--- src/rtl/clksw_pkg.sv ---
package clksw_pkg;

    typedef enum logic [1:0] {
        SRC_PRIM = 2'd0,
        SRC_LPT  = 2'd1,
        SRC_INT  = 2'd2
    } src_e;

    typedef enum logic [1:0] {
        PH_BOOT = 2'd0,
        PH_IDLE = 2'd1,
        PH_WAIT = 2'd2,
        PH_OST  = 2'd3
    } phase_e;

    typedef struct packed {
        phase_e phase;
        src_e   act;
        src_e   tgt;
    } seq_st_t;

    typedef struct packed {
        logic       startup;
        logic       stable;
        logic [2:0] freq;
    } stat_st_t;

    // primary modes 000..010 need a crystal start-up delay
    function automatic logic is_xtal(logic [2:0] mode);
        return mode <= 3'd2;
    endfunction

    function automatic src_e dec_sel(logic [1:0] code);
        src_e r;
        unique case (code)
            2'b00:   r = SRC_PRIM;
            2'b01:   r = SRC_LPT;
            default: r = SRC_INT;
        endcase
        return r;
    endfunction

endpackage

--- src/rtl/clksw_ripple_cnt.sv ---
module clksw_ripple_cnt #(
    parameter int CNT_W = 16
) (
    input  logic             clk_i,
    input  logic             rst_ni,
    input  logic             clr_i,
    input  logic             inc_i,
    output logic [CNT_W-1:0] cnt_o
);

    logic [CNT_W-1:0] cnt_d, cnt_q;

    always_comb begin
        cnt_d = cnt_q;
        if (clr_i) begin
            cnt_d = '0;
        end else if (inc_i) begin
            cnt_d = cnt_q + CNT_W'(1);
        end
    end

    always_ff @(posedge clk_i or negedge rst_ni) begin
        if (!rst_ni) begin
            cnt_q <= '0;
        end else begin
            cnt_q <= cnt_d;
        end
    end

    assign cnt_o = cnt_q;


    cnt_hold_chk: assert property (@(posedge clk_i) disable iff (!rst_ni)
        (!clr_i && !inc_i) |=> $stable(cnt_o));


    cnt_clear_chk: assert property (@(posedge clk_i) disable iff (!rst_ni)
        clr_i |=> (cnt_o == '0));

endmodule

--- src/rtl/clksw_seq.sv ---
module clksw_seq
    import clksw_pkg::*;
#(
    parameter int CNT_W      = 16,
    parameter int OST_CYCLES = 1024
) (
    input  logic             clk_i,
    input  logic             rst_ni,
    input  logic             wr_i,
    input  logic [1:0]       sel_i,
    input  logic [2:0]       prim_mode_i,
    input  logic             two_speed_i,
    input  logic             prim_rdy_i,
    input  logic             lpt_rdy_i,
    input  logic             intrc_rdy_i,
    input  logic             prim_tick_i,
    input  logic             wdt_tick_i,
    input  logic             wdt_en_i,
    input  logic [CNT_W-1:0] cnt_i,
    output logic             cnt_clr_o,
    output logic             cnt_inc_o,
    output src_e             act_o,
    output logic             switching_o,
    output logic             wdt_run_o,
    output logic             done_o,
    output src_e             done_src_o,
    output logic             boot_o
);

    localparam logic [CNT_W-1:0] OST_LAST = CNT_W'(OST_CYCLES - 1);

    seq_st_t s_d, s_q;
    logic    tgt_rdy;
    logic    ost_last;
    src_e    req;

    always_comb begin
        s_d       = s_q;
        cnt_clr_o = 1'b0;
        cnt_inc_o = 1'b0;
        done_o    = 1'b0;
        req       = dec_sel(sel_i);

        unique case (s_q.tgt)
            SRC_PRIM: tgt_rdy = prim_rdy_i;
            SRC_LPT:  tgt_rdy = lpt_rdy_i;
            default:  tgt_rdy = intrc_rdy_i;
        endcase
        ost_last = prim_tick_i && (cnt_i == OST_LAST);

        unique case (s_q.phase)
            PH_BOOT: begin
                cnt_clr_o = 1'b1;
                if (two_speed_i && is_xtal(prim_mode_i)) begin
                    s_d.act   = SRC_INT;
                    s_d.tgt   = SRC_PRIM;
                    s_d.phase = PH_WAIT;
                end else begin
                    s_d.act   = SRC_PRIM;
                    s_d.tgt   = SRC_PRIM;
                    s_d.phase = PH_IDLE;
                end
            end
            PH_IDLE: begin
                cnt_inc_o = wdt_en_i && wdt_tick_i;
            end
            PH_WAIT: begin
                if (tgt_rdy) begin
                    cnt_clr_o = 1'b1;
                    if (s_q.tgt == SRC_PRIM && is_xtal(prim_mode_i)) begin
                        s_d.phase = PH_OST;
                    end else begin
                        done_o    = 1'b1;
                        s_d.act   = s_q.tgt;
                        s_d.phase = PH_IDLE;
                    end
                end
            end
            PH_OST: begin
                cnt_inc_o = prim_tick_i;
                if (ost_last) begin
                    cnt_clr_o = 1'b1;
                    done_o    = 1'b1;
                    s_d.act   = s_q.tgt;
                    s_d.phase = PH_IDLE;
                end
            end
            default: s_d.phase = PH_BOOT;
        endcase

        // newest valid request wins; reserved code is ignored
        if (s_q.phase != PH_BOOT && wr_i && sel_i != 2'b11) begin
            if (!(s_q.phase == PH_IDLE && req == s_q.act)) begin
                s_d.tgt   = req;
                s_d.phase = PH_WAIT;
                cnt_clr_o = 1'b1;
                cnt_inc_o = 1'b0;
            end
        end
    end

    always_ff @(posedge clk_i or negedge rst_ni) begin
        if (!rst_ni) begin
            s_q <= '{phase: PH_BOOT, act: SRC_PRIM, tgt: SRC_PRIM};
        end else begin
            s_q <= s_d;
        end
    end

    assign act_o       = s_q.act;
    assign done_src_o  = s_q.tgt;
    assign boot_o      = (s_q.phase == PH_BOOT);
    assign switching_o = (s_q.phase == PH_WAIT) || (s_q.phase == PH_OST);
    assign wdt_run_o   = (s_q.phase == PH_IDLE) && wdt_en_i;


    ost_target_chk: assert property (@(posedge clk_i) disable iff (!rst_ni)
        (s_q.phase == PH_OST) |-> (s_q.tgt == SRC_PRIM && is_xtal(prim_mode_i)));


    act_only_on_done_chk: assert property (@(posedge clk_i) disable iff (!rst_ni)
        (s_q.phase != PH_BOOT && !done_o) |=> $stable(act_o));

endmodule

--- src/rtl/clksw_status.sv ---
module clksw_status
    import clksw_pkg::*;
(
    input  logic       clk_i,
    input  logic       rst_ni,
    input  logic       wr_i,
    input  logic [2:0] freq_i,
    input  logic       intrc_rdy_i,
    input  logic       boot_i,
    input  logic       two_speed_i,
    input  logic [2:0] prim_mode_i,
    input  logic       done_i,
    input  src_e       done_src_i,
    output logic       startup_o,
    output logic       stable_o,
    output logic [2:0] freq_o
);

    stat_st_t t_d, t_q;
    logic     fchg;

    always_comb begin
        t_d  = t_q;
        fchg = wr_i && (freq_i != t_q.freq);
        if (wr_i) begin
            t_d.freq = freq_i;
        end
        t_d.stable = intrc_rdy_i && !fchg;
        if (boot_i) begin
            t_d.startup = !(two_speed_i && is_xtal(prim_mode_i));
        end else if (done_i) begin
            t_d.startup = (done_src_i == SRC_PRIM);
        end
    end

    always_ff @(posedge clk_i or negedge rst_ni) begin
        if (!rst_ni) begin
            t_q <= '{startup: 1'b0, stable: 1'b0, freq: 3'b000};
        end else begin
            t_q <= t_d;
        end
    end

    assign startup_o = t_q.startup;
    assign stable_o  = t_q.stable;
    assign freq_o    = t_q.freq;


    unstable_after_change_chk: assert property (@(posedge clk_i) disable iff (!rst_ni)
        (wr_i && freq_i != freq_o) |=> !stable_o);


    freq_load_chk: assert property (@(posedge clk_i) disable iff (!rst_ni)
        wr_i |=> (freq_o == $past(freq_i)));

endmodule

--- src/rtl/clksw_ctrl.sv ---
module clksw_ctrl
    import clksw_pkg::*;
#(
    parameter int CNT_W      = 16,
    parameter int OST_CYCLES = 1024
) (
    input  logic             clk_i,
    input  logic             rst_ni,
    input  logic             ctl_wr_i,
    input  logic [1:0]       ctl_sel_i,
    input  logic [2:0]       ctl_freq_i,
    input  logic [2:0]       prim_mode_i,
    input  logic             two_speed_i,
    input  logic             prim_rdy_i,
    input  logic             lpt_rdy_i,
    input  logic             intrc_rdy_i,
    input  logic             prim_tick_i,
    input  logic             wdt_tick_i,
    input  logic             wdt_en_i,
    output logic [1:0]       src_o,
    output logic             switching_o,
    output logic             wdt_run_o,
    output logic             startup_ok_o,
    output logic             intrc_stable_o,
    output logic [2:0]       intrc_freq_o,
    output logic [CNT_W-1:0] rip_cnt_o
);

    logic cnt_clr, cnt_inc, done, boot;
    src_e act, done_src;

    clksw_seq #(
        .CNT_W      (CNT_W),
        .OST_CYCLES (OST_CYCLES)
    ) seq_i (
        .clk_i       (clk_i),
        .rst_ni      (rst_ni),
        .wr_i        (ctl_wr_i),
        .sel_i       (ctl_sel_i),
        .prim_mode_i (prim_mode_i),
        .two_speed_i (two_speed_i),
        .prim_rdy_i  (prim_rdy_i),
        .lpt_rdy_i   (lpt_rdy_i),
        .intrc_rdy_i (intrc_rdy_i),
        .prim_tick_i (prim_tick_i),
        .wdt_tick_i  (wdt_tick_i),
        .wdt_en_i    (wdt_en_i),
        .cnt_i       (rip_cnt_o),
        .cnt_clr_o   (cnt_clr),
        .cnt_inc_o   (cnt_inc),
        .act_o       (act),
        .switching_o (switching_o),
        .wdt_run_o   (wdt_run_o),
        .done_o      (done),
        .done_src_o  (done_src),
        .boot_o      (boot)
    );

    clksw_ripple_cnt #(
        .CNT_W (CNT_W)
    ) cnt_i (
        .clk_i  (clk_i),
        .rst_ni (rst_ni),
        .clr_i  (cnt_clr),
        .inc_i  (cnt_inc),
        .cnt_o  (rip_cnt_o)
    );

    clksw_status stat_i (
        .clk_i       (clk_i),
        .rst_ni      (rst_ni),
        .wr_i        (ctl_wr_i),
        .freq_i      (ctl_freq_i),
        .intrc_rdy_i (intrc_rdy_i),
        .boot_i      (boot),
        .two_speed_i (two_speed_i),
        .prim_mode_i (prim_mode_i),
        .done_i      (done),
        .done_src_i  (done_src),
        .startup_o   (startup_ok_o),
        .stable_o    (intrc_stable_o),
        .freq_o      (intrc_freq_o)
    );

    assign src_o = act;


    wdt_restart_chk: assert property (@(posedge clk_i) disable iff (!rst_ni)
        done |=> (rip_cnt_o == '0));


    startup_match_chk: assert property (@(posedge clk_i) disable iff (!rst_ni)
        !boot |-> (startup_ok_o == (src_o == SRC_PRIM)));


    reserved_ignored_chk: assert property (@(posedge clk_i) disable iff (!rst_ni)
        (!boot && !switching_o && ctl_wr_i && ctl_sel_i == 2'b11) |=> !switching_o);

endmodule

--- config.mk ---
export PLATFORM = sky130hd
export DESIGN_NAME = clksw_ctrl
export DESIGN_NICKNAME = d
export VERILOG_FILES = /design/src/rtl/clksw_pkg.sv /design/src/rtl/clksw_ripple_cnt.sv /design/src/rtl/clksw_seq.sv /design/src/rtl/clksw_status.sv /design/src/rtl/clksw_ctrl.sv
export SDC_FILE = /design/constraint.sdc
export NUM_CORES = 1
export LEC_CHECK = 0
export ABC_AREA = 1
export BUFFER_PORTS_ARGS = -buffer_cell sky130_fd_sc_hd__buf_2
export CAP_MARGIN = 20
export CORE_MARGIN = 2
export CORE_UTILIZATION = 48
export CTS_CLUSTER_SIZE = 10
export DETAILED_ROUTE_END_ITERATION = 10
export HOLD_SLACK_MARGIN = 0.03
export PLACE_DENSITY = 0.76
export SLEW_MARGIN = 15
export SYNTH_ARGS = -nofsm -noshare
export SYNTH_HDL_FRONTEND = slang
export SYNTH_SLANG_ARGS = --single-unit
--- constraint.sdc ---
create_clock -name clk_i -period 1.5 [get_ports clk_i]
set_input_delay 0.15 -clock clk_i [delete_from_list [all_inputs] [get_ports clk_i]]
set_output_delay 0.15 -clock clk_i [all_outputs]
set_load 0.05 [all_outputs]
==> results.json <==
{
  "status": "completed",
  "min_period_ns": 1.48,
  "synth-async-reset-ratio": 1.00,
  "whs_path_depth": 3,
  "synth_top_area_share": 0.387,
  "antenna_found_initial": 0,
  "worstMarginPinSlew_ns": 0.595,
  "reg2reg_depth": 10,
  "syn_to_final_growth_pct": 37.1,
  "grt_pass1_wl_mm": 6.62,
  "vias": 1744,
  "die_h_um": 64.3,
  "worstHoldStart": "intrc_rdy_i",
  "synth-edff-count": 0,
  "maxSlewViolCount": 0,
  "min_path_type": "in -> reg",
  "syn_nets": 256,
  "h-tree-depth": 1,
  "ir_drop_v": 0.000904,
  "setup_viol": 0,
  "crit_family": "simple AND/OR/NAND/NOR gates",
  "drtIter0Drc": 87,
  "diodes": 0,
  "path_max_fanout": 3,
  "utilization": 0.701,
  "path_cells": "ha_4 -> nand2_4 -> buf_4 -> inv_1 -> nand4_4 -> nor2_4 -> nand2_1 -> nand2_1 -> nand2_1 -> nor2_1",
  "required_ns": 1.77,
  "synth_area_um2": 1750,
  "clk_latency_ns": 0.32,
  "cts_buffer_depth": 2,
  "syn_avg_cell_area_um2": 7.38,
  "cp.arrival_ns": 1.75,
  "drt-total-wl_mm": 4.23,
  "grt-ovfl-total": 0,
  "hpwl_mm": 2.99,
  "cp-startpoint": "cnt_i.cnt_o[1]",
  "max_freq_mhz": 674,
  "cp-endpoint": "cnt_i.cnt_o[12]",
  "grt_pass1_vias": 1545,
  "layout_setup_ws_ns": 0.0156,
  "drt_pass1_iterations": 4,
  "coreArea_um2": 3420,
  "rsz0062_at_grt": "true",
  "crit_buf_inv": 2,
  "multi_input_area_um2": 1050,
  "startpoint_type": "flip-flop",
  "drive_gt1_frac": 0.450,
  "cap_violations": 0,
  "final-hold-violation-count": 0,
  "synth-seq-area-share": 0.387,
  "nFillCells": 278,
  "worst_path_largest_cell_delay_ns": 0.43,
  "globalplace.congestion": 0.853,
  "yosysTopAreaCell": "dfrtp_1",
  "mostFrequentLayoutCells": "56 x nand2_1, 41 x buf_2, 37 x nor2_1",
  "final_cells": 355,
  "placed_cells": 340,
  "critPathSlowestCell": "dfrtp_2",
  "die_x_um": 64.3,
  "drc": 0,
  "crit_cells": 10,
  "cts_tree": "built",
  "initial_core_util": 0.512,
  "vias_per_cell": 4.91,
  "drt.antenna.violating_nets": 0,
  "fp-row-count": 21,
  "r2r-start": "cnt_i.cnt_o[1]",
  "powerDensity_nw_per_um2": 1270,
  "pre_cts_ws_ns": 0.00604,
  "die-area_um2": 4140,
  "power.leakage_nw": 1.20,
  "io_buffers": 42,
  "regArea_um2": 694,
  "io_pins": 43,
  "clock_skew_ns": 0.00216,
  "netlist_instances": 237,
  "grt_usage": 0.199,
  "synthTopCellsByArea": "dfrtp_1 39%, nand2_1 12%, nor2_1 10%",
  "grt_max_degree": 28,
  "ys.flop_type": "dfrtp_1",
  "cpMostUsedCell": "nand2_1",
  "path_clk_slew_ns": 0.14,
  "cts_buffers": 3,
  "cts.sinks": 27,
  "rrSetupSlack_ns": 0.02,
  "synth-seq-cells": 27,
  "max-slew-margin-rel": 0.603,
  "final_nets": 329,
  "holdWs_ns": 0.0635,
  "wl_per_cell_um": 11.9,
  "final_common_cell": "nand2_1",
  "cp-end-kind": "flip-flop",
  "yosys.cell_types.count": 29,
  "synth_warnings": 0,
  "period_share": 0.990,
  "crit_type": "reg -> reg",
  "clockRootBuffer": "clkbuf_4",
  "timing.rr.end": "cnt_i.cnt_o[12]",
  "p_total_mw": 3.04
}
==> layer usage <==
metal | share of wire | routed length [µm] | global-route usage | vias to the layer above
li1 | - | - | - | 894
met1 | 0.45 | 1900 | 0.281 | 790
met2 | 0.48 | 2020 | 0.322 | 55
met3 | 0.064 | 272 | 0.0264 | 5
met4 | 0.0094 | 40 | 0.0559 | 0
met5 | 0 | 0 | 0 | -
==> metrics by stage <==
stage | cell area [µm²] | TNS (ns)
finish | 2400 | 0
global route | 2400 | -0.414
CTS | 2210 | -0.00829
detailed placement | 2160 | 0
global placement | 2160 | 0
floorplan | 1790 | -0.412
==> how the worst min path moves through the flow <==
stage / end / slack, ns
after global routing: stat_i.stable_o / 0.07
after CTS: stat_i.stable_o / 0.04
after global placement: stat_i.freq_o[0] / 0.18
final: stat_i.stable_o / 0.06
after floorplan: cnt_i.cnt_o[0] / -0.15
after detailed placement: stat_i.freq_o[0] / 0.19
==> worst reg2reg max path: stages, from the launching register on <==
cell     delay (ns)
dfrtp_2        0.43
ha_4           0.16
nand2_4        0.05
buf_4          0.15
inv_1          0.12
nand4_4        0.15
nor2_4         0.15
nand2_1        0.06
nand2_1        0.06
nand2_1        0.04
nor2_1         0.07
==> registers in the layout, indices dropped and copies added (netlist names) <==
name              flops
cnt_i.cnt_o          16
seq_i.done_src_o      2
seq_i.s_q             2
stat_i.freq_o         3
seq_i.act_o           2
stat_i.startup_o      1
stat_i.stable_o       1
==> cell type report <==
class                      count  area share
tap                           46      0.0240
inverter                      28      0.0439
clock buffer                   3     0.00940
sequential                    27       0.290
timing repair buffer          73       0.193
multi-input combinational    177       0.438
clock inverter                 1     0.00209
==> cells in the mapped netlist, types with 4 or more instances <==
cell and number:
nand4_1 6, dfrtp_1 27, nand3_1 14, nand3_2 6
a21oi_1 7, o21ai_1 5, nand2_1 58, xor2_1 4
inv_1 24, inv_2 4, nor2_1 48, nor3_1 4
==> what timing repair did <==
| item | in CTS | in global routing |
|---|---|---|
| hold buffers | 1 | 0 |
| hold endpoints to repair | 27 | 0 |
| pin swaps | 0 | 23 |
| gates resized for setup | 3 | 30 |
| gates cloned | 0 | 1 |
| endpoints found under the setup margin | 5 | 22 |
| buffers inserted | 0 | 9 |
==> kinds of logic (layout without fill, tap and decap cells) <==
group,Yosys count,count (layout),synth area share
muxes,3,3,0.0193
and+or+nand+nor,149,150,0.412
DFF,27,27,0.387
buffers and inverters,34,105,0.0902
adders and majority gates,1,1,0.00716
AOI/OAI and AO/OA,16,16,0.0494
xor gates and xnor gates,7,7,0.0351
==> report_power, final <==
part           switching [mW]  leakage [nW]  total [mW]  internal [mW]
clock network           0.211        0.0177       0.311         0.0999
registers               0.120         0.334       0.968          0.847
logic                    1.15         0.846        1.76          0.608
total                    1.48          1.20        3.04           1.55
(Power assumes the default switching activity.)
